[config.mk]
export PLATFORM = sky130hd
export DESIGN_NAME = exc_vector_gen
export DESIGN_NICKNAME = d
export VERILOG_FILES = /design/src/rtl/exc_vec_pkg.sv /design/src/rtl/exc_spacing_dec.sv /design/src/rtl/exc_base_reg.sv /design/src/rtl/exc_addr_calc.sv /design/src/rtl/exc_vector_gen.sv
export SDC_FILE = /design/constraint.sdc
export NUM_CORES = 1
export LEC_CHECK = 0
export CAP_MARGIN = 40
export CELL_PAD_IN_SITES_DETAIL_PLACEMENT = 1
export CELL_PAD_IN_SITES_GLOBAL_PLACEMENT = 1
export CORE_UTILIZATION = 38
export DETAILED_ROUTE_END_ITERATION = 8
export GPL_TIMING_DRIVEN = 0
export PLACE_DENSITY_LB_ADDON = 0.1
export RECOVER_POWER = 50
export SLEW_MARGIN = 10
export SYNTH_ARGS = -nofsm -noshare
export SYNTH_HDL_FRONTEND = slang
export SYNTH_SLANG_ARGS = --single-unit
[constraint.sdc]
create_clock -name clk -period 4.9 [get_ports clk]
set_input_delay 0.735 -clock clk [delete_from_list [all_inputs] [get_ports clk]]
set_output_delay 0.735 -clock clk [all_outputs]
set_load 0.01 [all_outputs]
[src/rtl/exc_vec_pkg.sv]
package exc_vec_pkg;
  localparam int ADDR_W = 32;

  typedef enum logic [1:0] {
    CLS_FIXED = 2'd0,
    CLS_INTR  = 2'd1,
    CLS_GEN   = 2'd2,
    CLS_GEN2  = 2'd3
  } exc_cls_e;

  localparam logic [ADDR_W-1:0] BOOT_BASE = 32'hBFC0_0000;
  localparam logic [ADDR_W-1:0] OFS_GEN   = 32'h0000_0180;
  localparam logic [ADDR_W-1:0] OFS_INTR  = 32'h0000_0200;
  localparam int SLOT_SHIFT = 5;  // one spacing step = 32 bytes
  localparam int BASE_HI = 29;
  localparam int BASE_LO = 12;
  localparam int BASE_W  = BASE_HI - BASE_LO + 1;
  localparam logic [1:0] BASE_TOP = 2'b10;

  // Fixed offset chosen by class and vector-select bit
  function automatic logic [ADDR_W-1:0] fixed_offset(input exc_cls_e cls, input logic iv);
    return (cls == CLS_INTR && iv) ? OFS_INTR : OFS_GEN;
  endfunction

  // Register image as seen at the port
  function automatic logic [ADDR_W-1:0] base_image(input logic [BASE_W-1:0] q);
    return {BASE_TOP, q, {BASE_LO{1'b0}}};
  endfunction
endpackage

[src/rtl/exc_spacing_dec.sv]
module exc_spacing_dec
  import exc_vec_pkg::*;
#(
  parameter int SPC_W = 5
) (
  input  logic [SPC_W-1:0]            code_i,
  output logic [SPC_W+SLOT_SHIFT-1:0] bytes_o,
  output logic                        bad_o
);
  logic legal;

  // legal when the code is zero or a single power of two
  assign legal   = $onehot0(code_i);
  assign bad_o   = !legal;
  assign bytes_o = legal ? ({{SLOT_SHIFT{1'b0}}, code_i} << SLOT_SHIFT)
                         : '0;
endmodule

[src/rtl/exc_base_reg.sv]
module exc_base_reg
  import exc_vec_pkg::*;
(
  input  logic              clk,
  input  logic              rst_n,
  input  logic              wr_i,
  input  logic [ADDR_W-1:0] wdata_i,
  input  logic              bev_i,
  output logic [ADDR_W-1:0] base_o,
  output logic              reject_o,
  output logic              wr_accept_o,
  output logic              wr_ignore_o
);
  logic [BASE_W-1:0] field_q;
  logic              reject_q;

  assign wr_accept_o = wr_i && bev_i;
  assign wr_ignore_o = wr_i && !bev_i;

  always_ff @(posedge clk or negedge rst_n) begin
    if (!rst_n) begin
      field_q  <= '0;
      reject_q <= 1'b0;
    end else begin
      if (wr_accept_o) field_q <= wdata_i[BASE_HI:BASE_LO];
      reject_q <= wr_ignore_o;
    end
  end

  assign base_o   = base_image(field_q);
  assign reject_o = reject_q;
endmodule

[src/rtl/exc_addr_calc.sv]
module exc_addr_calc
  import exc_vec_pkg::*;
#(
  parameter int VEC_W = 6,
  parameter int SPC_W = 5
) (
  input  exc_cls_e                    cls_i,
  input  logic [VEC_W-1:0]            vec_i,
  input  logic                        bev_i,
  input  logic                        iv_i,
  input  logic [ADDR_W-1:0]           base_i,
  input  logic [SPC_W+SLOT_SHIFT-1:0] bytes_i,
  output logic [ADDR_W-1:0]           addr_o
);
  localparam int PROD_W = VEC_W + SPC_W + SLOT_SHIFT;

  logic              is_fixed;
  logic              use_slot;
  logic [PROD_W-1:0] slot_ofs;
  logic [ADDR_W-1:0] base_sel;
  logic [ADDR_W-1:0] slot_ext;

  assign is_fixed = (cls_i == CLS_FIXED);
  assign use_slot = (cls_i == CLS_INTR) && iv_i && !bev_i;
  assign slot_ofs = PROD_W'(vec_i) * PROD_W'(bytes_i);
  assign slot_ext = use_slot ? ADDR_W'(slot_ofs) : '0;
  assign base_sel = bev_i ? BOOT_BASE : base_i;

  always_comb begin
    if (is_fixed) addr_o = BOOT_BASE;
    else          addr_o = base_sel + fixed_offset(cls_i, iv_i) + slot_ext;
  end
endmodule

[src/rtl/exc_vector_gen.sv]
module exc_vector_gen
  import exc_vec_pkg::*;
#(
  parameter int VEC_W = 6,
  parameter int SPC_W = 5
) (
  input  logic              clk,
  input  logic              rst_n,
  input  logic              take_i,
  input  logic [1:0]        class_i,
  input  logic [VEC_W-1:0]  vec_num_i,
  input  logic              bev_i,
  input  logic              iv_i,
  input  logic [SPC_W-1:0]  spacing_i,
  input  logic              base_wr_i,
  input  logic [31:0]       base_wdata_i,
  output logic [31:0]       base_o,
  output logic [31:0]       addr_o,
  output logic              addr_valid_o,
  output logic              wr_reject_o,
  output logic              cfg_bad_o
);
  localparam int BYTES_W = SPC_W + SLOT_SHIFT;

  logic [BYTES_W-1:0] spc_bytes;
  logic [ADDR_W-1:0]  next_addr;
  logic [ADDR_W-1:0]  base_val;
  logic               wr_accept;
  logic               wr_ignore;
  logic [ADDR_W-1:0]  addr_q;
  logic               valid_q;

  exc_spacing_dec #(.SPC_W(SPC_W)) u_spc (
    .code_i (spacing_i),
    .bytes_o(spc_bytes),
    .bad_o  (cfg_bad_o)
  );

  exc_base_reg u_base (
    .clk        (clk),
    .rst_n      (rst_n),
    .wr_i       (base_wr_i),
    .wdata_i    (base_wdata_i),
    .bev_i      (bev_i),
    .base_o     (base_val),
    .reject_o   (wr_reject_o),
    .wr_accept_o(wr_accept),
    .wr_ignore_o(wr_ignore)
  );

  exc_addr_calc #(.VEC_W(VEC_W), .SPC_W(SPC_W)) u_calc (
    .cls_i  (exc_cls_e'(class_i)),
    .vec_i  (vec_num_i),
    .bev_i  (bev_i),
    .iv_i   (iv_i),
    .base_i (base_val),
    .bytes_i(spc_bytes),
    .addr_o (next_addr)
  );

  always_ff @(posedge clk or negedge rst_n) begin
    if (!rst_n) begin
      addr_q  <= '0;
      valid_q <= 1'b0;
    end else begin
      valid_q <= take_i;
      if (take_i) addr_q <= next_addr;
    end
  end

  assign base_o       = base_val;
  assign addr_o       = addr_q;
  assign addr_valid_o = valid_q;
endmodule

# [Yosys cells after proc, flatten, opt, wreduce, memory -nomap -nowiden]
# Cells that the tools add are included.
[classes] add_sub_neg=6 n_mul=1 order_cmp=1 n_eq_ne=1 mux=5 n_reduce_logical=7
[ops] operator="$add A32 B32 Y32" count=2
[ops] operator="$mux W32" count=1
[ops] operator="$mux W30" count=1
[ops] operator="$mux W10" count=2
[ops] operator="$mul A6 B10 Y16" count=1
[ops] operator="$mux W16" count=1
[ops] operator="$add A1 B1 Y2" count=2
[ops] operator="$logic_and A1 B1 Y1" count=4
[ops] operator="$add A3 B1 Y3" count=1
[ops] operator="$add A3 B3 Y3" count=1
[ops] operator="$le A3 B1 Y1 const B" count=1
[ops] operator="$eq A2 B1 Y1 const B" count=1
[ops] operator="$logic_not A1 Y1" count=2
[ops] operator="$logic_not A2 Y1" count=1
[word_totals] reg_bits=52 inputBits=51 output_inout_bits=67 wordCells=25

# [Logic depth before layout (Yosys ltp)]
[depth] depth_word=9 depth_mapped=26 ltp_nobuf=25

# [Cells and area by module]
# Synthesis repeated with hierarchy kept, for this count alone.
[unflattened] cells_unflattened=644 area_unflattened_um2=6100.9
[by_module_without_submodules] mod="exc_addr_calc" instances=1 cells_per_inst=498 area_each_um2=3714.8 seq_area_each_um2=0.0
[by_module_without_submodules] mod="exc_vector_gen" instances=1 cells_per_inst=69 area_each_um2=1370.1 seq_area_each_um2=825.8
[by_module_without_submodules] mod="exc_base_reg" instances=1 cells_per_inst=57 area_each_um2=863.3 seq_area_each_um2=475.5
[by_module_without_submodules] mod="exc_spacing_dec" instances=1 cells_per_inst=20 area_each_um2=152.6 seq_area_each_um2=0.0

# [Least setup slack after synthesis]
# No wires, ideal clock.
[synth_path] path_kind="input-to-reg" startpoint="in spacing_i[2]" endpoint="reg addr_q[17], in the netlist addr_o[17]" setup_ns=0.121 t_arrival_ns=6.840 required_time_ns=4.779 path_slack_ns=-2.061 path_stages=24 n_path_buf=1 cell_sequence="ha_1 > fa_1 > fa_1 > nor2_1 > clkbuf_1 > nand3_1 > fa_1 > fa_1 > fa_1 > inv_1 > ha_1 > nor2b_1 > o21ai_0 > a21oi_1 > o21ai_0 > nor3b_1 > nor3_1 > ha_1 > and3_1 > nand3_1 > nor4_1 > o21ai_0 > xnor2_1 > a22o_1"
[synth_via] elab_chain_len=9
[synth_rtl] element="start: declaration" line_no="exc_vector_gen.sv:14" source="input logic [SPC_W-1:0] spacing_i,"
[synth_rtl] element="$add A1 B1 Y2 (not written as such)" line_no="exc_spacing_dec.sv:13" source="assign legal = $onehot0(code_i);"
[synth_rtl] element="$add A3 B3 Y3 (not written as such)" line_no="exc_spacing_dec.sv:13"
[synth_rtl] element="$add A3 B1 Y3 (not written as such)" line_no="exc_spacing_dec.sv:13"
[synth_rtl] element="$le A3 B1 Y1 (not written as such)" line_no="exc_spacing_dec.sv:13"
[synth_rtl] element="$mux W10 *" line_no="exc_spacing_dec.sv:15" source="assign bytes_o = legal ? ({{SLOT_SHIFT{1'b0}}, code_i} << SLOT_SHIFT)"
[synth_rtl] element="$mul A6 B10 Y16 *" line_no="exc_addr_calc.sv:25" source="assign slot_ofs = PROD_W'(vec_i) * PROD_W'(bytes_i);"
[synth_rtl] element="$mux W16 *" line_no="exc_addr_calc.sv:26" source="assign slot_ext = use_slot ? ADDR_W'(slot_ofs) : '0;"
[synth_rtl] element="$add A32 B32 Y32 *" line_no="exc_addr_calc.sv:31" source="else addr_o = base_sel + fixed_offset(cls_i, iv_i) + slot_ext;"
[synth_rtl] element="$mux W32 *" line_no="exc_addr_calc.sv:30" source="if (is_fixed) addr_o = BOOT_BASE;"
[synth_rtl] element="end signal: assignment" line_no="exc_vector_gen.sv:67" source="if (take_i) addr_q <= next_addr;"
[synth_rtl] element="end: declaration" line_no="exc_vector_gen.sv:30" source="logic [ADDR_W-1:0] addr_q;"
# Every way passes the cells marked *; elsewhere a longest branch is shown, timed or not.
# A chain may end at the register's enable or synchronous reset.

# [Worst setup path in the final report]
[layout_path] startpoint="in spacing_i[1]" endpoint="reg addr_q[25], in the netlist addr_o[25]"
# The elaborated chain is that of the path after synthesis.

==> metrics.yaml <==
outcome:
  status: "complete, but fails checks"
  violations: "max-capacitance violations, max-slew violations, negative setup slack"
floorplan:
  die-width_um: 100
  start_util: 0.394
  coreArea_um2: 9280
  die_h_um: 100
  pin_count: 118
  num_rows: 35
  die-area_um2: 10000
sta:
  hold_viol: 0
  setup_viol_count_final: 22
  rsz0062_at_grt: "true"
  relSlewSlack: -0.0986
  fin_crit_sh: 1.26
  fmax_mhz: 162
  worst_pin_slew_ns: 1.65
  finalClockSkew_ns: 0.00945
  slew_viol_final: 31
  setup_slack_ns: -1.27
  fin_crit_ns: 6.17
synth:
  synth-edff-count: 0
  synth_area_per_cell_um2: 9.82
  ys_warn_count: 0
  async_reset_ff_frac: 1.00
  ys_seq_elements: 47
  synth.distinct_cells: 58
  yosysSeqAreaShare: 0.321
  synthFlopType: "dfrtp_1"
  netlist_instances: 373
  netlist_area_um2: 3660
clocking:
  clock-sinks: 47
  clock-root-buffer: "clkbuf_8"
  cts_buffer_depth: 2
  cts_buffers: 5
  cts_max_level: 2
  clk_latency_ns: 0.31
  cts_tree: "built"
  path_clk_slew_ns: 0.09
critical_path:
  end_kind: "register"
  start_kind: "primary input"
  cp_data_arrival_time_ns: 6.34
  critPathMaxFanout: 8
  crit_type: "in2reg"
  worstPathRequired_ns: 5.07
detailed_routing:
  met2WireLength_mm: 4.99
  firstDrtPassIters: 4
  dr_total_vias: 3263
  dr.max_layer_used: "met4"
  routedWlPerCell_um: 16.7
  drt_iter0_drc: 108
  drc_errors: 0
  drtAntennaViolNets: 0
  vias_per_cell: 5.16
  m1WireLength_mm: 5.01
  wl_mm: 10.5
  wl_met3_um: 417
grt:
  grt_max_degree: 31
  grt_pass1_wl_mm: 17.7
  overflow: 0
  grt_usage: 0.223
  grt_antenna_before_repair: 0
  first_global_vias: 3459
final_layout:
  multi_input_area_um2: 2520
  fillCellCount: 1057
  nets: 598
  n_antenna_cell: 0
  drive_above_1_share: 0.258
  final_cells: 632
  regArea_um2: 1180
  area_delta_synth_final_pct: 44.6
  design_area_um2: 5290
pwr:
  p_leak_nw: 2.35
  p_per_area_nw_per_um2: 238
  peakVddDrop_mv: 0.155
placed_design:
  io_buffers: 83
  dpl_cell_area_um2: 4890
  gp_congestion: 0.777
  preCtsSetupSlack_ns: -2.75
  place_hpwl_mm: 7.96
  placed_cells: 603
job:
  maxCapViolations: 1
hold_path:
  hold_path.class: "reg2reg"
[logic make-up (layout without fill, tap and decap cells)]
| kind of cell | after synthesis | after routing | synth area share |
|---|---|---|---|
| AND/OR/NAND/NOR | 118 | 118 | 0.181 |
| AO/OA/AOI/OAI | 68 | 68 | 0.134 |
| buffers and inverters | 59 | 172 | 0.0820 |
| flip-flops | 47 | 47 | 0.321 |
| adder cells (fa/ha/maj) | 44 | 44 | 0.183 |
| multiplexers | 19 | 19 | 0.0581 |
| XOR/XNOR | 16 | 16 | 0.0383 |
| other | 2 | 19 | 0.00205 |
[registers in the layout (all words and copies together) (netlist names)]
register         count
addr_o              27
u_base.field_q      18
addr_valid_o         1
u_base.reject_o      1
[cell type report]
type	count	area share
Buffer	31	0.0416
Clock buffer	6	0.0156
Clock inverter	1	0.000946
Inverter	28	0.0199
Multi-Input combinational cell	284	0.476
Sequential cell	47	0.222
Tap cell	129	0.0305
Timing Repair Buffer	106	0.193
[stage by stage]
stage / utilization / power [mW] / setup TNS, ns / hold slack (ns)
2_1_floorplan: - / 0.762 / -22.49 / 0.439
3_3_place_gp: 0.525 / 0.955 / -48.29 / 0.453
3_5_place_dp: 0.527 / 0.973 / -50.00 / 0.462
4_1_cts: 0.567 / 1.26 / -21.64 / 0.369
5_1_grt: 0.570 / 1.34 / -26.90 / 0.493
6_report: 0.570 / 1.26 / -22.27 / 0.481
[cell usage after synthesis (2+ instances only)]
master     count  area share
or2_2          3      0.0051
mux2_2        18       0.055
a21o_1         5       0.010
o2111ai_1      2      0.0048
nor3_1         7      0.0096
dfrtp_1       47        0.32
nand2b_1       4      0.0068
o21ai_0       14       0.019
xnor2_1        9       0.022
conb_1         2      0.0021
nand2_1        7      0.0072
a211o_1        2      0.0048
a21oi_1       11       0.015
ha_1          28       0.096
inv_1         27       0.028
clkbuf_1      10       0.010
or3_1          2      0.0034
a22o_1        11       0.026
nand3_1       19       0.026
or4_1          2      0.0041
nor2b_1       10       0.017
xor2_1         7       0.017
a31oi_1        3      0.0051
a32o_1         2      0.0055
buf_4         19       0.039
nor4_1         3      0.0051
o2bb2ai_1      2      0.0048
and3_1        23       0.039
fa_1          16       0.087
and2_1         2      0.0034
nor2_1        28       0.029
nor3b_1        2      0.0041
[report_power, final]
| group | internal (mW) | total [mW] | switching [mW] |
|---|---|---|---|
| Clock | 0.111 | 0.245 | 0.134 |
| Sequential | 0.431 | 0.479 | 0.0484 |
| Combinational | 0.279 | 0.534 | 0.255 |
| Total | 0.821 | 1.26 | 0.437 |
[worst max-delay path, stage by stage]
cell and delay [ns]:
buf_12 0.10, ha_4 0.23, fa_2 0.39, fa_1 0.48, nor2_4 0.16, buf_8 0.14
and3_4 0.18, fa_1 0.44, fa_1 0.54, inv_2 0.04, fa_1 0.51, inv_2 0.05
ha_4 0.27, o21ai_2 0.06, o21ai_2 0.14, a21oi_2 0.09, o21ai_1 0.17, xor2_1 0.16
nor2_1 0.06, ha_1 0.33, and3_4 0.22, nand3_4 0.07, nor4_4 0.16, buf_6 0.17
o2111ai_2 0.12, xnor2_1 0.23, a21oi_1 0.10
[metal layers]
layer | vias up | track usage
li1 | 1544 | -
met1 | 1630 | 0.312
met2 | 78 | 0.368
met3 | 11 | 0.0334
met4 | 0 | 0.0390
met5 | - | 0
[worst paths after layout]
check	start	to	slack [ns]	depth (start not counted)
hold / removal	addr_o[31]	addr_o[31]	0.48	1
setup reg to reg	u_base.field_q[1]	addr_o[25]	2.67	9
min in group asynchronous	rst_n	addr_o[30]	0.54	1
max in group asynchronous	rst_n	addr_o[16]	2.31	2
setup / recovery	spacing_i[1]	addr_o[25]	-1.27	27
hold reg to reg	addr_o[31]	addr_o[31]	0.48	1
[cells in the final DEF (no fill, tap or decap), types with 11 or more instances in the layout]
| master | n |
|---|---|
| clkdlybuf4s50_1 | 74 |
| dfrtp_1 | 47 |
| buf_4 | 38 |
| nor2_1 | 27 |
| ha_1 | 23 |
| inv_1 | 22 |
| conb_1 | 19 |
| and3_1 | 18 |
| mux2_2 | 18 |
| nand3_1 | 15 |
| fa_1 | 14 |
| a22o_1 | 11 |
[what timing repair did]
item,4_1_cts,5_1_grt
cloned,0,0
endpoints found under the setup margin,23,22
pin swaps,33,10
gates resized for setup,60,8
setup buffers,19,3
hold buffers,0,0
Power figures use the tool's default switching activity.
